`config.mk`:
```
export PLATFORM = sky130hd
export DESIGN_NAME = fmt_uart
export DESIGN_NICKNAME = d
export VERILOG_FILES = /design/src/rtl/fmt_uart_pkg.sv /design/src/rtl/fmt_uart_cfg.sv /design/src/rtl/fmt_uart_tx.sv /design/src/rtl/fmt_uart_rx.sv /design/src/rtl/fmt_uart.sv
export SDC_FILE = /design/constraint.sdc
export NUM_CORES = 1
export LEC_CHECK = 0
export ABC_AREA = 1
export BUFFER_PORTS_ARGS = -buffer_cell sky130_fd_sc_hd__buf_2
export CAP_MARGIN = 10
export CORE_ASPECT_RATIO = 1.1
export CORE_UTILIZATION = 30
export DETAILED_ROUTE_END_ITERATION = 16
export GPL_TIMING_DRIVEN = 0
export PLACE_DENSITY_LB_ADDON = 0.25
export SLEW_MARGIN = 20
export SYNTH_ARGS = -nofsm -noshare
export SYNTH_HDL_FRONTEND = slang
export SYNTH_SLANG_ARGS = --single-unit
```
`constraint.sdc`:
```
create_clock -name clk -period 2.27 [get_ports clk]
set_input_delay 0.454 -clock clk [delete_from_list [all_inputs] [get_ports clk]]
set_output_delay 0.454 -clock clk [all_outputs]
set_load 0.02 [all_outputs]
```
`src/rtl/fmt_uart_pkg.sv`:
```
package fmt_uart_pkg;

    localparam int FRAME_MAX = 12;
    localparam int CAPT_MAX  = FRAME_MAX - 1;

    typedef struct packed {
        logic eight;
        logic two_stop;
        logic par_en;
        logic par_odd;
    } frame_cfg_t;

    typedef enum logic [1:0] {
        RX_IDLE  = 2'd0,
        RX_START = 2'd1,
        RX_BITS  = 2'd2
    } rx_state_t;

    typedef struct packed {
        logic [7:0] data;
        logic       perr;
        logic       ferr;
    } rx_word_t;

    function automatic logic [3:0] frame_len(frame_cfg_t c);
        return 4'd1 + (c.eight ? 4'd8 : 4'd7) + {3'b000, c.par_en}
             + (c.two_stop ? 4'd2 : 4'd1);
    endfunction

    function automatic logic par_bit(frame_cfg_t c, logic [7:0] d);
        logic [7:0] m;
        m = c.eight ? d : {1'b0, d[6:0]};
        return (^m) ^ c.par_odd;
    endfunction

    function automatic logic [FRAME_MAX-1:0] build_frame(frame_cfg_t c, logic [7:0] d);
        logic [FRAME_MAX-1:0] f;
        f    = '1;
        f[0] = 1'b0;
        for (int i = 0; i < 8; i++) begin
            if (i < 7 || c.eight) f[i+1] = d[i];
        end
        if (c.par_en) begin
            if (c.eight) f[9] = par_bit(c, d);
            else         f[8] = par_bit(c, d);
        end
        return f;
    endfunction

    function automatic rx_word_t decode(frame_cfg_t c, logic [CAPT_MAX-1:0] b);
        rx_word_t   r;
        logic [3:0] dl;
        logic [3:0] sp;
        dl     = c.eight ? 4'd8 : 4'd7;
        r.data = c.eight ? b[7:0] : {1'b0, b[6:0]};
        r.perr = c.par_en && (b[dl] != par_bit(c, r.data));
        sp     = c.par_en ? dl + 4'd1 : dl;
        r.ferr = !b[sp] || (c.two_stop && !b[sp+4'd1]);
        return r;
    endfunction

endpackage

```
`src/rtl/fmt_uart_cfg.sv`:
```
module fmt_uart_cfg
    import fmt_uart_pkg::*;
(
    input  logic       clk,
    input  logic       rst,
    input  logic       en,
    input  frame_cfg_t cfg_in,
    output frame_cfg_t cfg_q
);

    always_ff @(posedge clk) begin
        if (rst)      cfg_q <= '0;
        else if (!en) cfg_q <= cfg_in;
    end

    assert_cfg_frozen_R2: assert property (@(posedge clk) disable iff (rst)
        en |=> $stable(cfg_q));

endmodule

```
`src/rtl/fmt_uart_tx.sv`:
```
module fmt_uart_tx
    import fmt_uart_pkg::*;
#(
    parameter int OSR = 16
) (
    input  logic       clk,
    input  logic       rst,
    input  logic       en,
    input  logic       tick,
    input  frame_cfg_t cfg,
    input  logic [7:0] tx_data,
    input  logic       tx_valid,
    output logic       tx_ready,
    output logic       txd
);

    localparam int CW = $clog2(OSR);

    logic                 busy;
    logic [FRAME_MAX-1:0] sh;
    logic [3:0]           left;
    logic [CW-1:0]        tcnt;

    assign tx_ready = en && !busy;
    assign txd      = busy ? sh[0] : 1'b1;

    always_ff @(posedge clk) begin
        if (rst || !en) begin
            busy <= 1'b0;
            sh   <= '1;
            left <= '0;
            tcnt <= '0;
        end else if (!busy) begin
            if (tx_valid) begin
                busy <= 1'b1;
                sh   <= build_frame(cfg, tx_data);
                left <= frame_len(cfg);
                tcnt <= '0;
            end
        end else if (tick) begin
            if (tcnt == CW'(OSR - 1)) begin
                tcnt <= '0;
                sh   <= {1'b1, sh[FRAME_MAX-1:1]};
                left <= left - 4'd1;
                if (left == 4'd1) busy <= 1'b0;
            end else begin
                tcnt <= tcnt + 1'b1;
            end
        end
    end

    assert_ready_drops_R6: assert property (@(posedge clk) disable iff (rst)
        (tx_valid && tx_ready) |=> !tx_ready);

    assert_start_low_R3: assert property (@(posedge clk) disable iff (rst)
        (tx_valid && tx_ready) |=> !txd);

endmodule

```
`src/rtl/fmt_uart_rx.sv`:
```
module fmt_uart_rx
    import fmt_uart_pkg::*;
#(
    parameter int OSR = 16
) (
    input  logic       clk,
    input  logic       rst,
    input  logic       en,
    input  logic       tick,
    input  frame_cfg_t cfg,
    input  logic       rxd,
    output logic [7:0] rx_data,
    output logic       rx_valid,
    output logic       rx_perr,
    output logic       rx_ferr
);

    localparam int CW   = $clog2(OSR);
    localparam int HALF = OSR / 2;

    logic [1:0]          sync;
    logic                rx_s;
    rx_state_t           st;
    logic [CW-1:0]       cnt;
    logic [3:0]          idx;
    logic [CAPT_MAX-1:0] bits;
    logic [CAPT_MAX-1:0] bits_nx;
    logic [3:0]          last_idx;
    rx_word_t            word;

    assign rx_s     = sync[1];
    assign last_idx = frame_len(cfg) - 4'd2;

    always_comb begin
        bits_nx      = bits;
        bits_nx[idx] = rx_s;
        word         = decode(cfg, bits_nx);
    end

    always_ff @(posedge clk) begin
        if (rst) sync <= 2'b11;
        else     sync <= {sync[0], rxd};
    end

    always_ff @(posedge clk) begin
        if (rst) begin
            st       <= RX_IDLE;
            cnt      <= '0;
            idx      <= '0;
            bits     <= '1;
            rx_valid <= 1'b0;
            rx_data  <= '0;
            rx_perr  <= 1'b0;
            rx_ferr  <= 1'b0;
        end else begin
            rx_valid <= 1'b0;
            if (!en) begin
                st <= RX_IDLE;
            end else if (tick) begin
                case (st)
                    RX_IDLE: begin
                        if (!rx_s) begin
                            st  <= RX_START;
                            cnt <= '0;
                        end
                    end
                    RX_START: begin
                        if (cnt == CW'(HALF - 1)) begin
                            cnt <= '0;
                            idx <= '0;
                            st  <= rx_s ? RX_IDLE : RX_BITS;
                        end else begin
                            cnt <= cnt + 1'b1;
                        end
                    end
                    RX_BITS: begin
                        if (cnt == CW'(OSR - 1)) begin
                            cnt  <= '0;
                            bits <= bits_nx;
                            idx  <= idx + 4'd1;
                            if (idx == last_idx) begin
                                st       <= RX_IDLE;
                                rx_valid <= 1'b1;
                                rx_data  <= word.data;
                                rx_perr  <= word.perr;
                                rx_ferr  <= word.ferr;
                            end
                        end else begin
                            cnt <= cnt + 1'b1;
                        end
                    end
                    default: st <= RX_IDLE;
                endcase
            end
        end
    end

    assert_single_strobe_R7: assert property (@(posedge clk) disable iff (rst)
        rx_valid |=> !rx_valid);

    assert_seven_bit_msb_R4: assert property (@(posedge clk) disable iff (rst)
        (rx_valid && !cfg.eight) |-> !rx_data[7]);

    assert_no_perr_unchecked_R8: assert property (@(posedge clk) disable iff (rst)
        (rx_valid && !cfg.par_en) |-> !rx_perr);

endmodule

```
`src/rtl/fmt_uart.sv`:
```
module fmt_uart
    import fmt_uart_pkg::*;
#(
    parameter int OSR = 16
) (
    input  logic       clk,
    input  logic       rst,
    input  logic       en,
    input  logic       sample_tick,
    input  logic       fmt_8bit,
    input  logic       fmt_2stop,
    input  logic       fmt_par_en,
    input  logic       fmt_par_odd,
    input  logic [7:0] tx_data,
    input  logic       tx_valid,
    output logic       tx_ready,
    output logic       txd,
    input  logic       rxd,
    output logic [7:0] rx_data,
    output logic       rx_valid,
    output logic       rx_perr,
    output logic       rx_ferr
);

    frame_cfg_t cfg_in;
    frame_cfg_t cfg_q;

    assign cfg_in = '{eight: fmt_8bit, two_stop: fmt_2stop,
                      par_en: fmt_par_en, par_odd: fmt_par_odd};

    fmt_uart_cfg u_cfg (
        .clk    (clk),
        .rst    (rst),
        .en     (en),
        .cfg_in (cfg_in),
        .cfg_q  (cfg_q)
    );

    fmt_uart_tx #(.OSR(OSR)) u_tx (
        .clk      (clk),
        .rst      (rst),
        .en       (en),
        .tick     (sample_tick),
        .cfg      (cfg_q),
        .tx_data  (tx_data),
        .tx_valid (tx_valid),
        .tx_ready (tx_ready),
        .txd      (txd)
    );

    fmt_uart_rx #(.OSR(OSR)) u_rx (
        .clk      (clk),
        .rst      (rst),
        .en       (en),
        .tick     (sample_tick),
        .cfg      (cfg_q),
        .rxd      (rxd),
        .rx_data  (rx_data),
        .rx_valid (rx_valid),
        .rx_perr  (rx_perr),
        .rx_ferr  (rx_ferr)
    );

    assert_halt_line_high_R1: assert property (@(posedge clk) disable iff (rst)
        !en |=> txd);

    assert_halt_no_rx_R1: assert property (@(posedge clk) disable iff (rst)
        !en |=> !rx_valid);

endmodule

```
==> metrics.yaml <==
cts_made_buffers: 9
row_count: 39
grt_max_degree: 11
synthCells: 448
drive_gt1_share_pct: 19.96
pin_count: 31
tightest_slew_ps: 640.4
finalCritPeriodShare_pct: 95.89
synth-seq-cells: 57
port_buffers: 28
syn-mean-instance-area_sq_um: 7.169
synth_cell_types: 42
grt_pass1_wl_mm: 13.98
slew_viol_final: 0
period_needed_ps: 2177
post-place-ws_ps: -246.1
hold_viol: 0
antennaDiodeCount: 0
drc: 0
dieArea_sq_mm: 0.01112
cts_root_buf: "clkbuf_16"
max-clock-path-buffers: 2
dp_hpwl_mm: 6.053
worstPathMaxFanout: 6
hold_start: "rxd"
num_vias: 3057
grt_pass1_vias: 2937
fmax_ghz: 0.4594
worstSetupStartpointType: "flip-flop"
drtIter0Drc: 131
routed_via_density: 4.784
critPathCaptureType: "flip-flop"
cts_tree: "done"
fin_ws_ps: 93.21
post_drt_wl_per_cell_um: 12.79
crit_type: "reg -> reg"
clock_sinks: 57
gp_congestion: 0.8217
r2r_slack_ps: 90
nNetsFinal: 527
fin_hold_ws_ps: 304.2
critPathRequiredTime_ps: 2470
cts_hold_buf: 0
drv_cap: 0
startpoint: "u_cfg.cfg_q[3]$_SDFFE_PP0N_"
track_usage_pct: 15.97
finalSetupTns_ps: 0
synthesis.area_sq_mm: 0.003212
drt-total-wl_mm: 8.170
htreeDepth: 3
grt_overflow: 0
min_path_type: "in -> reg"
antenna_found_initial: 0
p_leak_nw: 1.776
ir_drop_v: 0.0002886
yosys_warnings: 0
finClkSkew_ps: 10.09
synthesis.nets: 484
area_growth_pct: 22.95
fp.dieW_um: 100.7
drtPass1Iterations: 4
status: "complete, no violations"
finalSetupViolCount: 0
antenna_left: 0
die_h_um: 110.5
cts.clk_slew.worst_paths_ps: 50
rr_startpoint: "u_cfg.cfg_q[3]$_SDFFE_PP0N_"
slew_headroom_pct: 57.30
cp.arrival_ps: 2380
worst_skew_pair.late_latency_ps: 330
seq_area_frac_synth_pct: 35.53
powerDensity_mw_per_mm2: 706.6
core-area_sq_mm: 0.01039
start_util_pct: 30.90
-- stage by stage --
| stage | instances | utilization, % | instance area [sq um] | total power, W |
|---|---|---|---|---|
| after floorplan | 448 | - | 3214 | 0.001240 |
| after global placement | 619 | 34.00 | 3533 | 0.001312 |
| after detailed placement | 619 | 34.00 | 3533 | 0.001316 |
| after CTS | 640 | 37.82 | 3931 | 0.002805 |
| after global routing | 639 | 37.99 | 3949 | 0.002910 |
| final | 639 | 37.99 | 3949 | 0.002790 |
-- registers in the layout, summed over array words and instances, names as in the netlist --
name	cells
u_tx.tcnt	4
u_rx.rx_data	8
u_rx.rx_valid	1
u_tx.left	4
u_cfg.cfg_q	4
u_rx.sync	2
u_rx.rx_ferr	1
u_tx.sh	10
u_rx.idx	4
u_rx.st	2
u_rx.bits	11
u_tx.busy	1
u_rx.cnt	4
u_rx.rx_perr	1
-- cell type report --
class	count	area, sq um
buffer	15	88.84
clock buffer	11	242.7
clock inverter	5	78.83
fill	1081	6445
inverter	50	192.7
multi-input combinational	325	1846
sequential	57	1146
tap	143	178.9
timing repair buffer	33	175.2
-- worst max-delay path, stage by stage (launching register included) --
cell	delay, ps
dfxtp_4	370
inv_6	50
fa_2	420
ha_4	230
or2_4	240
a21oi_2	130
nand2_2	100
nand2_1	70
nand4_1	200
nor2_1	190
a211oi_2	50
-- power breakdown --
group	switching, W	internal, W	total, W	leakage (nW)
Clock	0.000480	0.000988	0.00147	0.159
Combinational	0.000177	0.000106	0.000283	1.15
Sequential	0.0000165	0.00102	0.00104	0.464
Total	0.000674	0.00212	0.00279	1.78
-- cell families (layout without fill, tap and decap cells) --
kind of cell	Yosys count	after routing	synth area share, %
adders and majority gates	18	18	7.246
DFF	57	57	35.53
buffers and inverters	66	114	8.648
and+or+nand+nor	195	195	28.09
xor gates and xnor gates	10	10	2.727
AOI/OAI and AO/OA	102	102	17.76
-- synth_stat cells, drive strengths merged --
cell / number / area, sq um
a221oi: 1 / 8.760
a2bb2oi: 1 / 8.760
buf: 9 / 63.81
o311ai: 1 / 8.760
a41oi: 1 / 8.760
nand3: 42 / 225.2
nor3: 4 / 30.03
dfxtp: 57 / 1141
a21oi: 37 / 188.9
o22ai: 1 / 6.260
o21ai: 44 / 224.0
fa: 1 / 20.02
xor2: 6 / 52.55
nor3b: 1 / 7.510
or2: 6 / 37.54
a311oi: 1 / 8.760
xnor2: 4 / 35.03
nand3b: 1 / 7.510
ha: 17 / 212.7
nand4: 8 / 65.06
clkbuf: 7 / 26.28
a211oi: 6 / 45.04
nand2: 102 / 400.4
nor2: 31 / 128.9
a31oi: 4 / 25.02
inv: 50 / 187.7
o31ai: 5 / 37.54
-- layer usage --
| layer | track usage, % | vias up | wire length [um] | share of wire (%) |
|---|---|---|---|---|
| li1 | - | 1583 | - | - |
| met1 | 21.91 | 1407 | 4076 | 50 |
| met2 | 24.66 | 53 | 3585 | 44 |
| met3 | 2.468 | 14 | 359 | 4.4 |
| met4 | 6.763 | 0 | 149 | 1.8 |
| met5 | 0 | - | 0 | 0 |
-- worst paths after layout --
path / to / cells after the start
max: u_rx.st[0]$_SDFFE_PP0P_ / 10
max reg2reg: u_rx.st[0]$_SDFFE_PP0P_ / 10
min: u_rx.sync[0]$_SDFF_PP1_ / 2
min reg2reg: u_rx.sync[1]$_SDFF_PP1_ / 1
-- cell usage in the layout, fill, tap and decap left out, types with 2 or more instances in the layout --
cell type / count
nor2_1: 28
bufinv_16: 2
o21ai_1: 24
o31ai_1: 5
or2_2: 4
xnor2_1: 4
clkinv_2: 2
a21oi_2: 3
buf_6: 4
buf_1: 2
nand3_1: 39
clkbuf_1: 8
clkbuf_16: 9
a211oi_2: 2
dfxtp_1: 55
ha_1: 16
o21ai_0: 19
inv_1: 36
a211oi_1: 4
nor3_2: 3
xor2_1: 6
inv_2: 13
nand4_1: 7
buf_4: 4
nand2_1: 96
nand3_2: 3
a21oi_1: 34
a31oi_1: 4
nand2_2: 5
buf_2: 31
nor2_4: 3
-- what timing repair did --
action,CTS,global route
cloned,1,0
gates resized for setup,12,7
endpoints found under the setup margin,13,11
pin swaps,4,7
setup buffers,4,0
(Power assumes the default switching activity.)
